### src/rtl/lir_pkg.sv
package lir_pkg;

  // width of the read and write data words
  localparam int unsigned REG_W  = 32;
  // pending word: 4 timers, 4 mailboxes, shared line, 3 unused
  localparam int unsigned PEND_W = 12;

  // address regions, decoded from offset bits [7:4]
  localparam logic [3:0] RGN_GLOBAL  = 4'h0;
  localparam logic [3:0] RGN_TMRCTL  = 4'h4;
  localparam logic [3:0] RGN_MBXCTL  = 4'h5;
  localparam logic [3:0] RGN_IRQPEND = 4'h6;
  localparam logic [3:0] RGN_FIQPEND = 4'h7;
  // slot of the routing register inside the global region
  localparam logic [1:0] ROUTE_SLOT  = 2'd3;

  typedef enum logic [2:0] {
    SEL_NONE,
    SEL_ROUTE,
    SEL_TMRCTL,
    SEL_MBXCTL,
    SEL_IRQPEND,
    SEL_FIQPEND
  } regSel_e;

  // strobes from the decoder to the datapath
  typedef struct packed {
    logic    wrStb;
    regSel_e sel;
    logic [1:0] coreIdx;
  } regStrobe_t;

  // steer one active source: returns {toFiq, toIrq}
  function automatic logic [1:0] steerSource(input logic active,
                                             input logic irqEn,
                                             input logic fiqSel);
    logic [1:0] res;
    res[1] = active & fiqSel;
    res[0] = active & irqEn & ~fiqSel;
    return res;
  endfunction

endpackage

### src/rtl/lir_ctrl.sv
module lir_ctrl
  import lir_pkg::*;
#(
  parameter int unsigned ADDR_W    = 8,
  parameter int unsigned NUM_CORES = 4
) (
  input  logic [ADDR_W-1:0] regAddr,
  input  logic              regWrEn,
  output regStrobe_t        strobe
);

  logic       upperClear;
  logic [3:0] region;
  logic [1:0] slot;
  logic       aligned;
  logic       slotValid;
  regSel_e    sel;

  generate
    if (ADDR_W > 8) begin : g_upper
      assign upperClear = ~|regAddr[ADDR_W-1:8];
    end else begin : g_noUpper
      assign upperClear = 1'b1;
    end
  endgenerate

  assign region    = regAddr[7:4];
  assign slot      = regAddr[3:2];
  assign aligned   = (regAddr[1:0] == 2'b00);
  assign slotValid = (32'(slot) < NUM_CORES);

  always_comb begin
    sel = SEL_NONE;
    if (aligned && upperClear) begin
      case (region)
        RGN_GLOBAL:  if (slot == ROUTE_SLOT) sel = SEL_ROUTE;
        RGN_TMRCTL:  if (slotValid) sel = SEL_TMRCTL;
        RGN_MBXCTL:  if (slotValid) sel = SEL_MBXCTL;
        RGN_IRQPEND: if (slotValid) sel = SEL_IRQPEND;
        RGN_FIQPEND: if (slotValid) sel = SEL_FIQPEND;
        default:     sel = SEL_NONE;
      endcase
    end
  end

  always_comb begin
    strobe.sel     = sel;
    strobe.coreIdx = slot;
    // pending words are read-only: only control targets take writes
    strobe.wrStb   = regWrEn &&
                     ((sel == SEL_ROUTE) || (sel == SEL_TMRCTL) || (sel == SEL_MBXCTL));
  end

endmodule

### src/rtl/lir_core_route.sv
module lir_core_route
  import lir_pkg::*;
#(
  parameter int unsigned NUM_TIMERS = 4,
  parameter int unsigned NUM_MBOX   = 4
) (
  input  logic [NUM_TIMERS-1:0]   tmrAct,
  input  logic [2*NUM_TIMERS-1:0] tmrCtl,
  input  logic [NUM_MBOX-1:0]     mbxAct,
  input  logic [2*NUM_MBOX-1:0]   mbxCtl,
  input  logic                    upIrqHit,
  input  logic                    upFiqHit,
  output logic [PEND_W-1:0]       irqNext,
  output logic [PEND_W-1:0]       fiqNext
);

  localparam int unsigned MBX_BASE = NUM_TIMERS;
  localparam int unsigned UP_BIT   = NUM_TIMERS + NUM_MBOX;

  generate
    for (genvar t = 0; t < NUM_TIMERS; t++) begin : g_tmr
      logic [1:0] steer;
      assign steer      = steerSource(tmrAct[t], tmrCtl[t], tmrCtl[t+NUM_TIMERS]);
      assign irqNext[t] = steer[0];
      assign fiqNext[t] = steer[1];
    end

    for (genvar m = 0; m < NUM_MBOX; m++) begin : g_mbx
      logic [1:0] steer;
      assign steer                 = steerSource(mbxAct[m], mbxCtl[m], mbxCtl[m+NUM_MBOX]);
      assign irqNext[MBX_BASE + m] = steer[0];
      assign fiqNext[MBX_BASE + m] = steer[1];
    end

    for (genvar r = UP_BIT + 1; r < PEND_W; r++) begin : g_rsvd
      assign irqNext[r] = 1'b0;
      assign fiqNext[r] = 1'b0;
    end
  endgenerate

  assign irqNext[UP_BIT] = upIrqHit;
  assign fiqNext[UP_BIT] = upFiqHit;

endmodule

### src/rtl/lir_datapath.sv
module lir_datapath
  import lir_pkg::*;
#(
  parameter int unsigned NUM_CORES  = 4,
  parameter int unsigned NUM_TIMERS = 4,
  parameter int unsigned NUM_MBOX   = 4
) (
  input  logic                            clk,
  input  logic                            rstN,
  input  regStrobe_t                      strobe,
  input  logic [REG_W-1:0]                wrData,
  input  logic [NUM_CORES*NUM_TIMERS-1:0] timerIrq,
  input  logic [NUM_CORES*NUM_MBOX-1:0]   mboxPend,
  input  logic                            upIrq,
  input  logic                            upFiq,
  output logic [REG_W-1:0]                rdData,
  output logic [NUM_CORES-1:0]            irqOut,
  output logic [NUM_CORES-1:0]            fiqOut
);

  localparam int unsigned CTL_T  = 2 * NUM_TIMERS;
  localparam int unsigned CTL_M  = 2 * NUM_MBOX;
  localparam int unsigned UP_BIT = NUM_TIMERS + NUM_MBOX;

  logic [1:0]        routeIrq;
  logic [1:0]        routeFiq;
  logic [CTL_T-1:0]  tmrCtl   [NUM_CORES];
  logic [CTL_M-1:0]  mbxCtl   [NUM_CORES];
  logic [PEND_W-1:0] irqPendQ [NUM_CORES];
  logic [PEND_W-1:0] fiqPendQ [NUM_CORES];
  logic [PEND_W-1:0] irqNext  [NUM_CORES];
  logic [PEND_W-1:0] fiqNext  [NUM_CORES];

  // routing register
  always_ff @(posedge clk or negedge rstN) begin
    if (!rstN) begin
      routeIrq <= '0;
      routeFiq <= '0;
    end else if (strobe.wrStb && (strobe.sel == SEL_ROUTE)) begin
      routeIrq <= wrData[1:0];
      routeFiq <= wrData[3:2];
    end
  end

  generate
    for (genvar c = 0; c < NUM_CORES; c++) begin : g_core
      localparam logic [1:0] C_ID = 2'(c);
      logic wrTmr;
      logic wrMbx;

      assign wrTmr = strobe.wrStb && (strobe.sel == SEL_TMRCTL) && (strobe.coreIdx == C_ID);
      assign wrMbx = strobe.wrStb && (strobe.sel == SEL_MBXCTL) && (strobe.coreIdx == C_ID);

      always_ff @(posedge clk or negedge rstN) begin
        if (!rstN) begin
          tmrCtl[c] <= '0;
          mbxCtl[c] <= '0;
        end else begin
          if (wrTmr) tmrCtl[c] <= wrData[CTL_T-1:0];
          if (wrMbx) mbxCtl[c] <= wrData[CTL_M-1:0];
        end
      end

      lir_core_route #(
        .NUM_TIMERS (NUM_TIMERS),
        .NUM_MBOX   (NUM_MBOX)
      ) u_route (
        .tmrAct   (timerIrq[c*NUM_TIMERS +: NUM_TIMERS]),
        .tmrCtl   (tmrCtl[c]),
        .mbxAct   (mboxPend[c*NUM_MBOX +: NUM_MBOX]),
        .mbxCtl   (mbxCtl[c]),
        .upIrqHit (upIrq && (routeIrq == C_ID)),
        .upFiqHit (upFiq && (routeFiq == C_ID)),
        .irqNext  (irqNext[c]),
        .fiqNext  (fiqNext[c])
      );

      // single register stage: fixed one-edge latency
      always_ff @(posedge clk or negedge rstN) begin
        if (!rstN) begin
          irqPendQ[c] <= '0;
          fiqPendQ[c] <= '0;
        end else begin
          irqPendQ[c] <= irqNext[c];
          fiqPendQ[c] <= fiqNext[c];
        end
      end

      assign irqOut[c] = |irqPendQ[c];
      assign fiqOut[c] = |fiqPendQ[c];

      for (genvar t = 0; t < NUM_TIMERS; t++) begin : g_chk
        // FIQ select outranks the IRQ enable
        p_fiq_select_r3: assert property (@(posedge clk) disable iff (!rstN)
          (timerIrq[c*NUM_TIMERS+t] && tmrCtl[c][t+NUM_TIMERS])
          |=> (fiqPendQ[c][t] && !irqPendQ[c][t]))
          else $error("p_fiq_select_r3 core %0d src %0d", c, t);

        p_irq_only_r3: assert property (@(posedge clk) disable iff (!rstN)
          (timerIrq[c*NUM_TIMERS+t] && tmrCtl[c][t] && !tmrCtl[c][t+NUM_TIMERS])
          |=> (irqPendQ[c][t] && !fiqPendQ[c][t]))
          else $error("p_irq_only_r3 core %0d src %0d", c, t);

        p_masked_r3: assert property (@(posedge clk) disable iff (!rstN)
          (!tmrCtl[c][t] && !tmrCtl[c][t+NUM_TIMERS])
          |=> (!irqPendQ[c][t] && !fiqPendQ[c][t]))
          else $error("p_masked_r3 core %0d src %0d", c, t);

        // a low level leaves nothing behind
        p_level_clear_r7: assert property (@(posedge clk) disable iff (!rstN)
          !timerIrq[c*NUM_TIMERS+t] |=> (!irqPendQ[c][t] && !fiqPendQ[c][t]))
          else $error("p_level_clear_r7 core %0d src %0d", c, t);
      end

      // shared lines reach only their routed core
      p_up_irq_hit_r6: assert property (@(posedge clk) disable iff (!rstN)
        (upIrq && (routeIrq == C_ID)) |=> irqPendQ[c][UP_BIT])
        else $error("p_up_irq_hit_r6 core %0d", c);

      p_up_irq_miss_r6: assert property (@(posedge clk) disable iff (!rstN)
        (!upIrq || (routeIrq != C_ID)) |=> !irqPendQ[c][UP_BIT])
        else $error("p_up_irq_miss_r6 core %0d", c);

      p_up_fiq_hit_r6: assert property (@(posedge clk) disable iff (!rstN)
        (upFiq && (routeFiq == C_ID)) |=> fiqPendQ[c][UP_BIT])
        else $error("p_up_fiq_hit_r6 core %0d", c);

      p_up_fiq_miss_r6: assert property (@(posedge clk) disable iff (!rstN)
        (!upFiq || (routeFiq != C_ID)) |=> !fiqPendQ[c][UP_BIT])
        else $error("p_up_fiq_miss_r6 core %0d", c);
    end
  endgenerate

  // read multiplexer
  always_comb begin
    rdData = '0;
    case (strobe.sel)
      SEL_ROUTE: rdData[3:0] = {routeFiq, routeIrq};
      SEL_TMRCTL: begin
        for (int c = 0; c < NUM_CORES; c++)
          if (strobe.coreIdx == 2'(c)) rdData[CTL_T-1:0] = tmrCtl[c];
      end
      SEL_MBXCTL: begin
        for (int c = 0; c < NUM_CORES; c++)
          if (strobe.coreIdx == 2'(c)) rdData[CTL_M-1:0] = mbxCtl[c];
      end
      SEL_IRQPEND: begin
        for (int c = 0; c < NUM_CORES; c++)
          if (strobe.coreIdx == 2'(c)) rdData[PEND_W-1:0] = irqPendQ[c];
      end
      SEL_FIQPEND: begin
        for (int c = 0; c < NUM_CORES; c++)
          if (strobe.coreIdx == 2'(c)) rdData[PEND_W-1:0] = fiqPendQ[c];
      end
      default: rdData = '0;
    endcase
  end

endmodule

### src/rtl/local_irq_router.sv
module local_irq_router
  import lir_pkg::*;
#(
  parameter int unsigned NUM_CORES  = 4,
  parameter int unsigned NUM_TIMERS = 4,
  parameter int unsigned NUM_MBOX   = 4,
  parameter int unsigned ADDR_W     = 8
) (
  input  logic                            clk,
  input  logic                            rstN,
  input  logic [NUM_CORES*NUM_TIMERS-1:0] timerIrq,
  input  logic [NUM_CORES*NUM_MBOX-1:0]   mboxPend,
  input  logic                            upIrq,
  input  logic                            upFiq,
  input  logic [ADDR_W-1:0]               regAddr,
  input  logic                            regWrEn,
  input  logic [31:0]                     regWrData,
  output logic [31:0]                     regRdData,
  output logic [NUM_CORES-1:0]            irqOut,
  output logic [NUM_CORES-1:0]            fiqOut
);

  regStrobe_t ctrlStrobe;

  lir_ctrl #(
    .ADDR_W    (ADDR_W),
    .NUM_CORES (NUM_CORES)
  ) u_ctrl (
    .regAddr (regAddr),
    .regWrEn (regWrEn),
    .strobe  (ctrlStrobe)
  );

  lir_datapath #(
    .NUM_CORES  (NUM_CORES),
    .NUM_TIMERS (NUM_TIMERS),
    .NUM_MBOX   (NUM_MBOX)
  ) u_dp (
    .clk      (clk),
    .rstN     (rstN),
    .strobe   (ctrlStrobe),
    .wrData   (regWrData),
    .timerIrq (timerIrq),
    .mboxPend (mboxPend),
    .upIrq    (upIrq),
    .upFiq    (upFiq),
    .rdData   (regRdData),
    .irqOut   (irqOut),
    .fiqOut   (fiqOut)
  );

  // offsets the decoder rejects read back as zero
  p_unmapped_zero_r8: assert property (@(posedge clk) disable iff (!rstN)
    (ctrlStrobe.sel == SEL_NONE) |-> (regRdData == 32'd0))
    else $error("p_unmapped_zero_r8");

endmodule

### config.mk
export PLATFORM = sky130hd
export DESIGN_NAME = local_irq_router
export DESIGN_NICKNAME = d
export VERILOG_FILES = /design/src/rtl/lir_pkg.sv /design/src/rtl/lir_ctrl.sv /design/src/rtl/lir_core_route.sv /design/src/rtl/lir_datapath.sv /design/src/rtl/local_irq_router.sv
export SDC_FILE = /design/constraint.sdc
export NUM_CORES = 1
export LEC_CHECK = 0
export ABC_AREA = 1
export BUFFER_PORTS_ARGS = -buffer_cell sky130_fd_sc_hd__buf_2
export CORE_ASPECT_RATIO = 1.4
export CORE_MARGIN = 1.5
export CORE_UTILIZATION = 35
export DETAILED_ROUTE_END_ITERATION = 12
export RECOVER_POWER = 50
export SKIP_CTS_REPAIR_TIMING = 1
export SLEW_MARGIN = 20
export SYNTH_ARGS = -nofsm -noshare
export SYNTH_HDL_FRONTEND = slang
export SYNTH_SLANG_ARGS = --single-unit
### constraint.sdc
create_clock -name clk -period 2.9 [get_ports clk]
set_input_delay 0.725 -clock clk [delete_from_list [all_inputs] [get_ports clk]]
set_output_delay 0.725 -clock clk [all_outputs]
set_load 0.02 [all_outputs]
---- Yosys cells after proc, flatten, opt, wreduce, memory -nomap -nowiden ----
Index checks and enable logic that the tools add are counted.
operators by class
  equality and inequality tests ........... 18
  multiplexer cells ....................... 22
  bitwise logic cells ..................... 128
  reduce and logical (&&, ||, !) cells .... 35
operators with widths
  cell                  count
  $and A1 B1 Y1         96
  $reduce_or A9 Y1      8
  $mux W8               8
  $mux W9               6
  $not A1 Y1            32
  $mux W12              2
  $logic_and A1 B1 Y1   20
  $pmux W4 S5           1
  $eq A4 B3 Y1 const B  4
  $pmux W4 S4           1
  $pmux W3 S5           1
  $eq A2 B2 Y1 const B  6
  $logic_not A2 Y1      4
  $pmux W4 S2           1
  $eq A2 B1 Y1 const B  3
  $eq A3 B2 Y1 const B  2
  $eq A3 B3 Y1 const B  2
  $logic_not A4 Y1      1
  $eq A3 B1 Y1 const B  1
  $mux W3               1
  $logic_or A1 B1 Y1    2
  $mux W1               1
storage, ports and cells
  register bits after elaboration ......... 140
  input port bits ......................... 77
  output and inout port bits .............. 40
  word-level logic and storage cells ...... 221

---- Longest topological paths before layout ----
Gate-level depths: netlist (run 1).
  word-level depth ........................ 10
  depth in mapped cells ................... 11
  depth with buffers taken out ............ 9

---- Cells and area by module ----
Synthesis (run 1) repeated with hierarchy kept, for this count alone.
unflattened totals
  cells, all modules ...................... 942
  area total of the unflattened synthesis .. 7951.4 um^2
by module, submodules not included
  module          instances  cells an instance  area an instance (um^2)
  lir_datapath    1          754                7015.5
  lir_core_route  4          41                 203.9
  lir_ctrl        1          24                 120.1

---- Worst setup path after synthesis (run 1) ----
OpenSTA, ideal clock, no wires.
  path kind ............................... input to output
  from .................................... input port regAddr[3]
  to ...................................... output port regRdData[8]
  arrival ................................. 1.982 ns
  required time ........................... 2.175 ns
  path slack .............................. 0.193 ns
  cell stages on the path ................. 7
  buffers on the path ..................... 2
  path through ............................ buf_2 nor2_2 clkbuf_1 nand2_1 nand3_1 o21ai_0 o22ai_1
on the way
  longest elaborated chain between the ends .. 6
  elaborated cells between the ends (all ways) .. 18
  classes of those cells .................. eq/ne (5); mux (12); reduce/logical (1)
ends and longest elaborated chain
  element                                                  RTL line                                                  RTL
  start, declared                                          local_irq_router.sv:15                                    input logic [ADDR_W-1:0] regAddr,
  $eq A2 B2 Y1 / $logic_not A2 Y1 (equally long branches)  lir_ctrl.sv:36, lir_datapath.sv:149, lir_datapath.sv:153
  $mux W1 (tied with other cells)                          lir_ctrl.sv:36                                            RGN_GLOBAL: if (slot == ROUTE_SLOT) sel = SEL_ROUTE;
  $pmux W3 S5 (tied with other cells)                      lir_ctrl.sv:35                                            case (region)
  $mux W3 (tied with other cells)                          lir_ctrl.sv:34                                            if (aligned && upperClear) begin
  $eq A3 B3 Y1 (tied with other cells)                     lir_datapath.sv:137                                       case (strobe.sel)
  $pmux W4 S2 *                                            lir_datapath.sv:137
  end, declared                                            local_irq_router.sv:18                                    output logic [31:0] regRdData,
Mark *: on every way between the ends. The rest lies on a longest branch, timed or not.

---- Final worst setup path (run 1) ----
  from .................................... input port regAddr[3]
  to ...................................... output port regRdData[5]
on the way
  longest elaborated chain between the ends .. 6
  elaborated cells between the ends (all ways) .. 28
  classes of those cells .................. eq/ne (7); mux (20); reduce/logical (1)
ends and longest elaborated chain
  element                                                  RTL line
  $eq A2 B2 Y1 / $logic_not A2 Y1 (equally long branches)  n/a
  $mux W1 (tied with other cells)                          lir_ctrl.sv:36
  $pmux W3 S5 (tied with other cells)                      lir_ctrl.sv:35
  $mux W3 (tied with other cells)                          lir_ctrl.sv:34
  $eq A3 B3 Y1 (tied with other cells)                     lir_datapath.sv:137
  $pmux W4 S4 *                                            lir_datapath.sv:137
Marks and branches as above.

==> results of run 1 <==
==> power breakdown <==
group / internal, mW / switching [mW] / leakage (nW)
registers: 2.05 / 0.0661 / 1.83
clock network: 1.56 / 0.805 / 0.303
logic: 0.173 / 0.370 / 2.47
total: 3.78 / 1.24 / 4.60
==> placed cells by master, fill, tap and decap left out, types with 2 or more instances in the layout <==
cell type / instances
nand2_1: 325
dfrtp_1: 140
inv_1: 104
nor2_1: 88
nand3_1: 78
buf_2: 51
buf_4: 43
o21ai_0: 35
conb_1: 23
clkbuf_1: 19
nor3_1: 18
clkbuf_16: 17
or2_2: 14
nand4_1: 12
o21ai_1: 12
nand2_2: 8
nor4_1: 8
a21oi_1: 7
nor2_2: 5
bufinv_16: 5
nand3_2: 3
inv_2: 2
nor2_4: 2
clkbuf_8: 2
buf_6: 2
clkbuf_4: 2
buf_12: 2
==> cell families (layout without fill, tap and decap cells) <==
logic type,Yosys count,after routing
buffers and inverters,165,252
other,1,23
AND/OR/NAND/NOR,565,565
AO/OA/AOI/OAI,55,55
flip-flops,140,140
==> per-stage QoR <==
step                setup TNS, ns  area [um2]  hold WS [ns]  power (mW)
floorplan                       0        7022        0.4209       2.442
global placement          -0.1203        7720        0.4272       2.682
detailed placement        -0.1279        7720        0.4346       2.689
CTS                       -0.1516        8351        0.2629       5.048
global route                    0        8351        0.4608       5.206
finish                          0        8351        0.4418       5.022
==> worst max-delay path, cell delays in order <==
cell and delay, ns:
clkbuf_4 0.16, inv_1 0.09, nor2_2 0.05, buf_4 0.17, nand2_1 0.06, nand3_1 0.11
nand2_1 0.08, nand2_1 0.07, nor2_1 0.23, nor2_1 0.09, nand2_1 0.08, buf_2 0.16
==> area by class of cell <==
cell class / instances / area [um2]
repair buffers: 116 / 716.9
well taps: 248 / 310.3
multi-input cells: 643 / 2791
clock buffers: 23 / 467.9
inverters: 106 / 397.9
clock inverters: 7 / 162.7
fillers: 1998 / 10940
flip-flops and latches: 140 / 3503
==> path summary, 6_finish.rpt <==
kind	endpoint	slack [ns]	cells after the start
worst max-delay path	regRdData[5]	0.07	12
worst min-delay path	u_dp.irqPendQ[37]	0.44	1
worst max register to register	u_dp.irqPendQ[8]	1.98	2
worst min register to register	u_dp.irqPendQ[37]	0.44	1
max in group asynchronous	u_dp.irqPendQ[18]	0.68	2
min in group asynchronous	u_dp.tmrCtl[25]	0.57	1
==> sequential cells by signal, summed over array words and instances (netlist names) <==
| name | cells |
|---|---|
| u_dp.tmrCtl | 32 |
| u_dp.fiqPendQ | 36 |
| u_dp.mbxCtl | 32 |
| u_dp.irqPendQ | 36 |
| u_dp.routeFiq | 2 |
| u_dp.routeIrq | 2 |
==> metal layers <==
metal  part of all wire  global-route usage
met1               0.42              0.2723
met2               0.49              0.3688
met3              0.052             0.03797
met4              0.036             0.09361
met5                  0                   0
==> results.cfg, run 1 <==
[synth]
seq_area_frac_synth = 0.5049
synth_compound_area_frac = 0.03985
ys.flop_type = dfrtp_1
syn_inst = 926
synth_mux_area_frac = 0
synth-async-reset-ratio = 1.000
yosys.area.top_type = dfrtp_1
netlist_area_um2 = 6939
synth_most_common_cell = nand2_1
yosys.area_share.simple = 0.3464
synth_xor_xnor_area_share = 0
synth_cell_types = 27
synth_area_leaders = dfrtp_1 50%, nand2_1 18%, nand3_1 5.8%, inv_1 5.6%, nor2_1 4.8%
synthAdderAreaFrac = 0
ys_seq_elements = 140
synth_edf_count = 0
synth_warnings = 0
synth_top_area_frac = 0.5049
avgSynthCellArea_um2 = 7.494
synth_common_cells = 326 x nand2_1, 140 x dfrtp_1, 104 x inv_1, 89 x nor2_1, 80 x nand3_1
synth_top_family_by_area = simple AND/OR/NAND/NOR gates

[layout]
nNetsFinal = 1101
layout-drive-gt1-share = 0.1585
final_cell_count_no_fill = 1283
num_antenna_cells = 0
syn_to_final_growth_pct = 20.34
utilization = 0.4328

[sta]
fin_crit_sh = 0.9748
max_freq_mhz = 353.8
worstMarginPinSlew_ns = 1.277
finalCriticalPeriod_ns = 2.827
grt_setup_unrepaired = false
fin_worst_skew_ns = 0.008109
final-hold-violation-count = 0
setup_viol = 0
slew_violations = 0
fin_ws_ns = 0.07316
relSlewSlack = 0.1487

[clock_tree]
cts_tree = built
numClockSinks = 140
clk_latency_ns = 0.42
cts_buffer_depth = 2
clkSlewWorstSetupHoldPaths_ns = 0.06
htree_levels = 4
cts-root-buf = clkbuf_16
cts_made_buffers = 17

[detailed_routing]
viasPerCell = 4.789
wire_per_inst_um = 16.62
drc = 0
routed-via-count = 6144
drt_iter0_drc = 513
postRouteAntennaNets = 0
drt_pre_antenna_iters = 5
wl_um = 21330

[floorplan]
coreArea_um2 = 19290
die_w_um = 122
dieArea_um2 = 20690
num_io_pins = 117
num_rows = 60
fp.dieH_um = 169.6
start_util = 0.3597

[run_status]
outcome = complete, no violations

[flow_run]
cap_violations = 0

[hold_path]
hp-start = u_dp.tmrCtl[29]
hold_class = flip-flop to flip-flop

[critical_path]
crit_fanout = 7
arrival_ns = 2.10
worstReg2RegStart = u_dp.routeIrq[1]
required_ns = 2.17
cp-startpoint = regAddr[3]
end_kind = output pin
criticalPathCategory = primary input to output pin
start_kind = primary input

[global_routing]
antenna_found_initial = 0
grt_pass1_vias = 5931
grt_usage = 0.2183
grt_first_pass_wirelength_um = 33200
overflow = 0
grt_max_degree = 67

[place]
dp_slack_ns = -0.03810
dp_hpwl_um = 16360
port_buffers = 69
dpl.cell_count = 1253
place.gp.congestion = 0.8587

[power_and_ir_drop]
vdd_ir_drop_max_v = 0.0003708
pwr_density_cell_nw_per_um2 = 601.4
total_leakage_power_nw = 4.603
No activity file was read; power rests on OpenSTA's default activity.
==> inputs of run 2 (changes only) <==
Settings changed: CORE_ASPECT_RATIO 1.4 to 1.75, PLACE_DENSITY set to 0.55.
==> results.cfg, run 2 (same netlist as run 1, synthesis figures left out) <==
[sta]
setup_tns_ns = 0
relSlewSlack = -0.006237
fin_crit_sh = 0.9635
finalCriticalPeriod_ns = 2.794
max_freq_mhz = 357.9
worstMarginPinSlew_ns = 1.509
slew_violations = 57
fin_worst_skew_ns = 0.009153
fin_ws_ns = 0.1058
setup_viol = 0
grt_setup_unrepaired = false
final-hold-violation-count = 0

[detailed_routing]
wl_um = 21780
viasPerCell = 4.710
routed-via-count = 6067
drt_pre_antenna_iters = 5
drt_iter0_drc = 382
postRouteAntennaNets = 0
drc = 0
wire_per_inst_um = 16.91

[clock_tree]
clk_latency_ns = 0.43
cts-root-buf = clkbuf_16
cts_made_buffers = 17
numClockSinks = 140
clkSlewWorstSetupHoldPaths_ns = 0.06
htree_levels = 4
cts_buffer_depth = 2
cts_tree = built

[hold_path]
hp-start = u_dp.tmrCtl[29]
hold_class = flip-flop to flip-flop
hold_depth = 1

[critical_path]
start_kind = primary input
reg2regPathDepth = 2
required_ns = 2.17
end_kind = output pin
crit_fanout = 6
arrival_ns = 2.07
worstReg2RegStart = u_dp.routeIrq[1]
cp-startpoint = regAddr[3]
criticalPathCategory = primary input to output pin

[run_status]
failed_checks = capacitance limit, slew limit
outcome = complete, but fails checks

[floorplan]
coreArea_um2 = 19570
start_util = 0.3546
dieArea_um2 = 20710
fp.dieH_um = 189.3
die_w_um = 109.4
num_rows = 68
num_io_pins = 117

[global_routing]
grt_usage = 0.2213
grt_first_pass_wirelength_um = 32820
grt_max_degree = 59
grt_pass1_vias = 5791
overflow = 0
antenna_found_initial = 0

[power_and_ir_drop]
clkPwrFrac = 0.456
p_switching_mw = 1.340
pwr_density_cell_nw_per_um2 = 585.6
total_leakage_power_nw = 4.652
p_comb_frac = 0.115
vdd_ir_drop_max_v = 0.0003495
p_int_mw = 3.585
p_sw_frac = 0.2720
pwr-share-seq = 0.429
power_mw = 4.925

[place]
place_area_um2 = 7779
place.gp.congestion = 0.8846
dp_hpwl_um = 16730
dp_slack_ns = -0.05917
port_buffers = 69

[layout]
syn_to_final_growth_pct = 21.20
final_area_um2 = 8411
num_antenna_cells = 0
final_cell_mix = 325 x nand2_1, 140 x dfrtp_1, 103 x inv_1, 84 x nor2_1, 79 x nand3_1
nNetsFinal = 1108
reg_top3 = u_dp.fiqPendQ (36), u_dp.irqPendQ (36)
mostFrequentLayoutCell = nand2_1
layout-drive-gt1-share = 0.1831

[flow_run]
cap_violations = 1
run 2: cell types whose count changed in the layout (fill, tap and decap cells not counted), moves of 3 or more:
cell,previous run,this run
clkbuf_1,19,4
buf_2,51,62
buf_4,43,48
nor2_1,88,84
clkinv_4,0,3
clkinvlp_4,1,4
nor2_2,5,8
run 2: area by class of cell:
type	instances	area, um2
clock buffers	17	425.4
clock inverters	14	171.4
fillers	2063	11160
inverters	106	401.6
multi-input cells	643	2796
flip-flops and latches	140	3503
well taps	245	306.5
repair buffers	123	805.8
run 2: worst max-delay path, stage by stage:
cell      delay (ns)
clkbuf_4        0.17
nand2_2         0.11
inv_2           0.08
nand3_2         0.10
nand2_2         0.19
nand3_1         0.11
nor2_2          0.25
nor2_1          0.09
nand2_1         0.08
buf_2           0.16
run 2: final timing paths:
check	slack (ns)	to
max	0.11	regRdData[1]
min reg2reg	0.44	u_dp.irqPendQ[37]
max reg2reg	2.04	u_dp.irqPendQ[20]
max in group asynchronous	0.47	u_dp.irqPendQ[36]
min in group asynchronous	0.63	u_dp.mbxCtl[6]
min	0.44	u_dp.irqPendQ[37]
run 2: metal layers:
metal / routed length (um) / GRT usage / vias to the layer above
met3: 828 / 0.03098 / 47
met4: 1158 / 0.1274 / 0
met1: 8532 / 0.2575 / 2816
met5: 0 / 0 / -
met2: 11260 / 0.3801 / 176
li1: - / - / 3028
run 2: stage by stage:
stage / hold slack, ns / instances / util
final: 0.4436 / 1288 / 0.4298
after global routing: 0.4663 / 1288 / 0.4298
after CTS: 0.2884 / 1286 / 0.4280
after detailed placement: 0.4336 / 1255 / 0.3975
after global placement: 0.4325 / 1255 / 0.3975
after floorplan: 0.4209 / 948 / -
run 2: power groups by stage:
stage	logic (mW)	registers, mW	clock network, mW
floorplan	0.319	2.12	0
global placement	0.563	2.14	0
global route	0.628	2.12	2.38
detailed placement	0.567	2.15	0
finish	0.566	2.11	2.25
CTS	0.569	2.11	2.28
==> inputs of run 3 (changes only) <==
Settings changed: ABC_CLOCK_PERIOD_IN_PS set to 3070.
Clock period 2.9 ns to 3.07 ns, I/O delays scaled along.
==> results.cfg, run 3 (same netlist as run 1, synthesis figures left out) <==
[critical_path]
arrival_ns = 2.24
end_kind = output pin
crit_family = buffers and inverters
worstReg2RegStart = u_dp.routeIrq[1]
reg2reg_to = u_dp.irqPendQ[8]
critPathCapture = regRdData[0]
crit_buf_inv = 6
crit_fanout = 8
criticalPathCategory = primary input to output pin
start_kind = primary input
reg2regPathDepth = 2
cp.depth = 12
cpMaxStageDelayCell = clkinvlp_4
crit_chain = buf_4 > clkinvlp_4 > buf_4 > nand3b_1 > nand3_1 > nand2_1 > inv_1 > nor2_1 > buf_4 > nor2_1 > nand2_1 > buf_2
crit_path_max_incr_delay_ns = 0.23
ff2ff_setup_slack_ns = 2.20
path_common_cell = buf_4
required_ns = 2.30
cp-startpoint = regAddr[2]

[place]
port_buffers = 69
dp_hpwl_um = 16630
place.gp.congestion = 0.8807

[layout]
utilization = 0.4208
num_antenna_cells = 0
layout-drive-gt1-share = 0.1515
reg_top3 = u_dp.fiqPendQ (36), u_dp.irqPendQ (36)
syn_to_final_growth_pct = 18.68
nNetsFinal = 1100
mostFrequentLayoutCell = nand2_1
final_cell_mix = 325 x nand2_1, 140 x dfrtp_1, 103 x inv_1, 87 x nor2_1, 80 x nand3_1

[detailed_routing]
wire_per_inst_um = 16.83
drc = 0
drt_pre_antenna_iters = 6
routed-via-count = 5987
postRouteAntennaNets = 0
viasPerCell = 4.674
drt_iter0_drc = 359
wl_um = 21560

[clock_tree]
cts_made_buffers = 17
cts_buffer_depth = 2
clk_latency_ns = 0.42
numClockSinks = 140
htree_levels = 4
clkSlewWorstSetupHoldPaths_ns = 0.06
cts_tree = built
cts-root-buf = clkbuf_16

[floorplan]
num_rows = 68
dieArea_um2 = 20710
start_util = 0.3546
fp.dieH_um = 189.3
coreArea_um2 = 19570
num_io_pins = 117
die_w_um = 109.4

[power_and_ir_drop]
total_leakage_power_nw = 4.522
pwr_density_cell_nw_per_um2 = 542.3
power_mw = 4.466
vdd_ir_drop_max_v = 0.0003319

[sta]
fin_crit_sh = 0.9787
grt_setup_unrepaired = false
fin_worst_skew_ns = 0.009804
relSlewSlack = -0.6578
setup_viol = 0
worstMarginPinSlew_ns = 2.487
finalCriticalPeriod_ns = 3.005
max_freq_mhz = 332.8
final-hold-violation-count = 0
setup_tns_ns = 0
slew_violations = 43

[global_routing]
grt_first_pass_wirelength_um = 33540
overflow = 0
grt_usage = 0.2229
antenna_found_initial = 0
grt_max_degree = 74
grt_pass1_vias = 5920

[hold_path]
hp-start = u_dp.tmrCtl[29]
hold_class = flip-flop to flip-flop

[flow_run]
cap_violations = 1

[run_status]
outcome = complete, but fails checks
failed_checks = capacitance limit, slew limit
==> run 3: changes by cell type in the layout (fill, tap and decap cells not counted), moves of 3 or more <==
| cell | delta |
|---|---|
| buf_2 | -21 |
| clkbuf_1 | +23 |
| buf_4 | -6 |
| inv_6 | +3 |
| bufinv_16 | -3 |
| inv_8 | +3 |
| nor2_1 | +3 |
==> run 3: per-layer routing <==
layer  part of all wire  routed length, um  track usage
met3              0.046                986      0.03305
met4              0.039                847      0.09990
met1               0.39               8458       0.2651
met2               0.52              11270       0.3889
met5                  0                  0            0
==> run 3: area by class of cell <==
class	count	area, um2
well taps	245	306.5
repair buffers	115	691.9
inverters	106	401.6
clock inverters	15	132.6
clock buffers	17	425.4
flip-flops and latches	140	3503
fillers	2056	11330
multi-input cells	643	2774
==> run 3: how the worst min path moves through the flow <==
| stage | to | slack, ns | depth (start not counted) |
|---|---|---|---|
| 3_3_place_gp | u_dp.irqPendQ[37] | 0.43 | 1 |
| 5_1_grt | u_dp.irqPendQ[13] | 0.47 | 1 |
| 3_5_place_dp | u_dp.irqPendQ[37] | 0.43 | 1 |
| 2_1_floorplan | u_dp.irqPendQ[13] | 0.42 | 1 |
| 4_1_cts | u_dp.mbxCtl[1] | 0.27 | 1 |
| 6_report | u_dp.irqPendQ[37] | 0.44 | 1 |
==> run 3: power breakdown <==
| group | total (mW) | switching, mW | internal [mW] |
|---|---|---|---|
| Clock | 1.96 | 0.892 | 1.06 |
| Combinational | 0.515 | 0.353 | 0.162 |
| Sequential | 1.99 | 0.0620 | 1.93 |
==> run 3: through the flow <==
stage / instances / hold WS, ns / setup slack, ns / instance area, um2
floorplan: 948 / 0.4209 / 0.2775 / 7022
global placement: 1247 / 0.4279 / 0.003878 / 7694
detailed placement: 1247 / 0.4317 / 0.02875 / 7694
finish: 1281 / 0.4406 / 0.06547 / 8235
CTS: 1279 / 0.2704 / 0.02283 / 8252
global route: 1281 / 0.4746 / 0.01293 / 8235
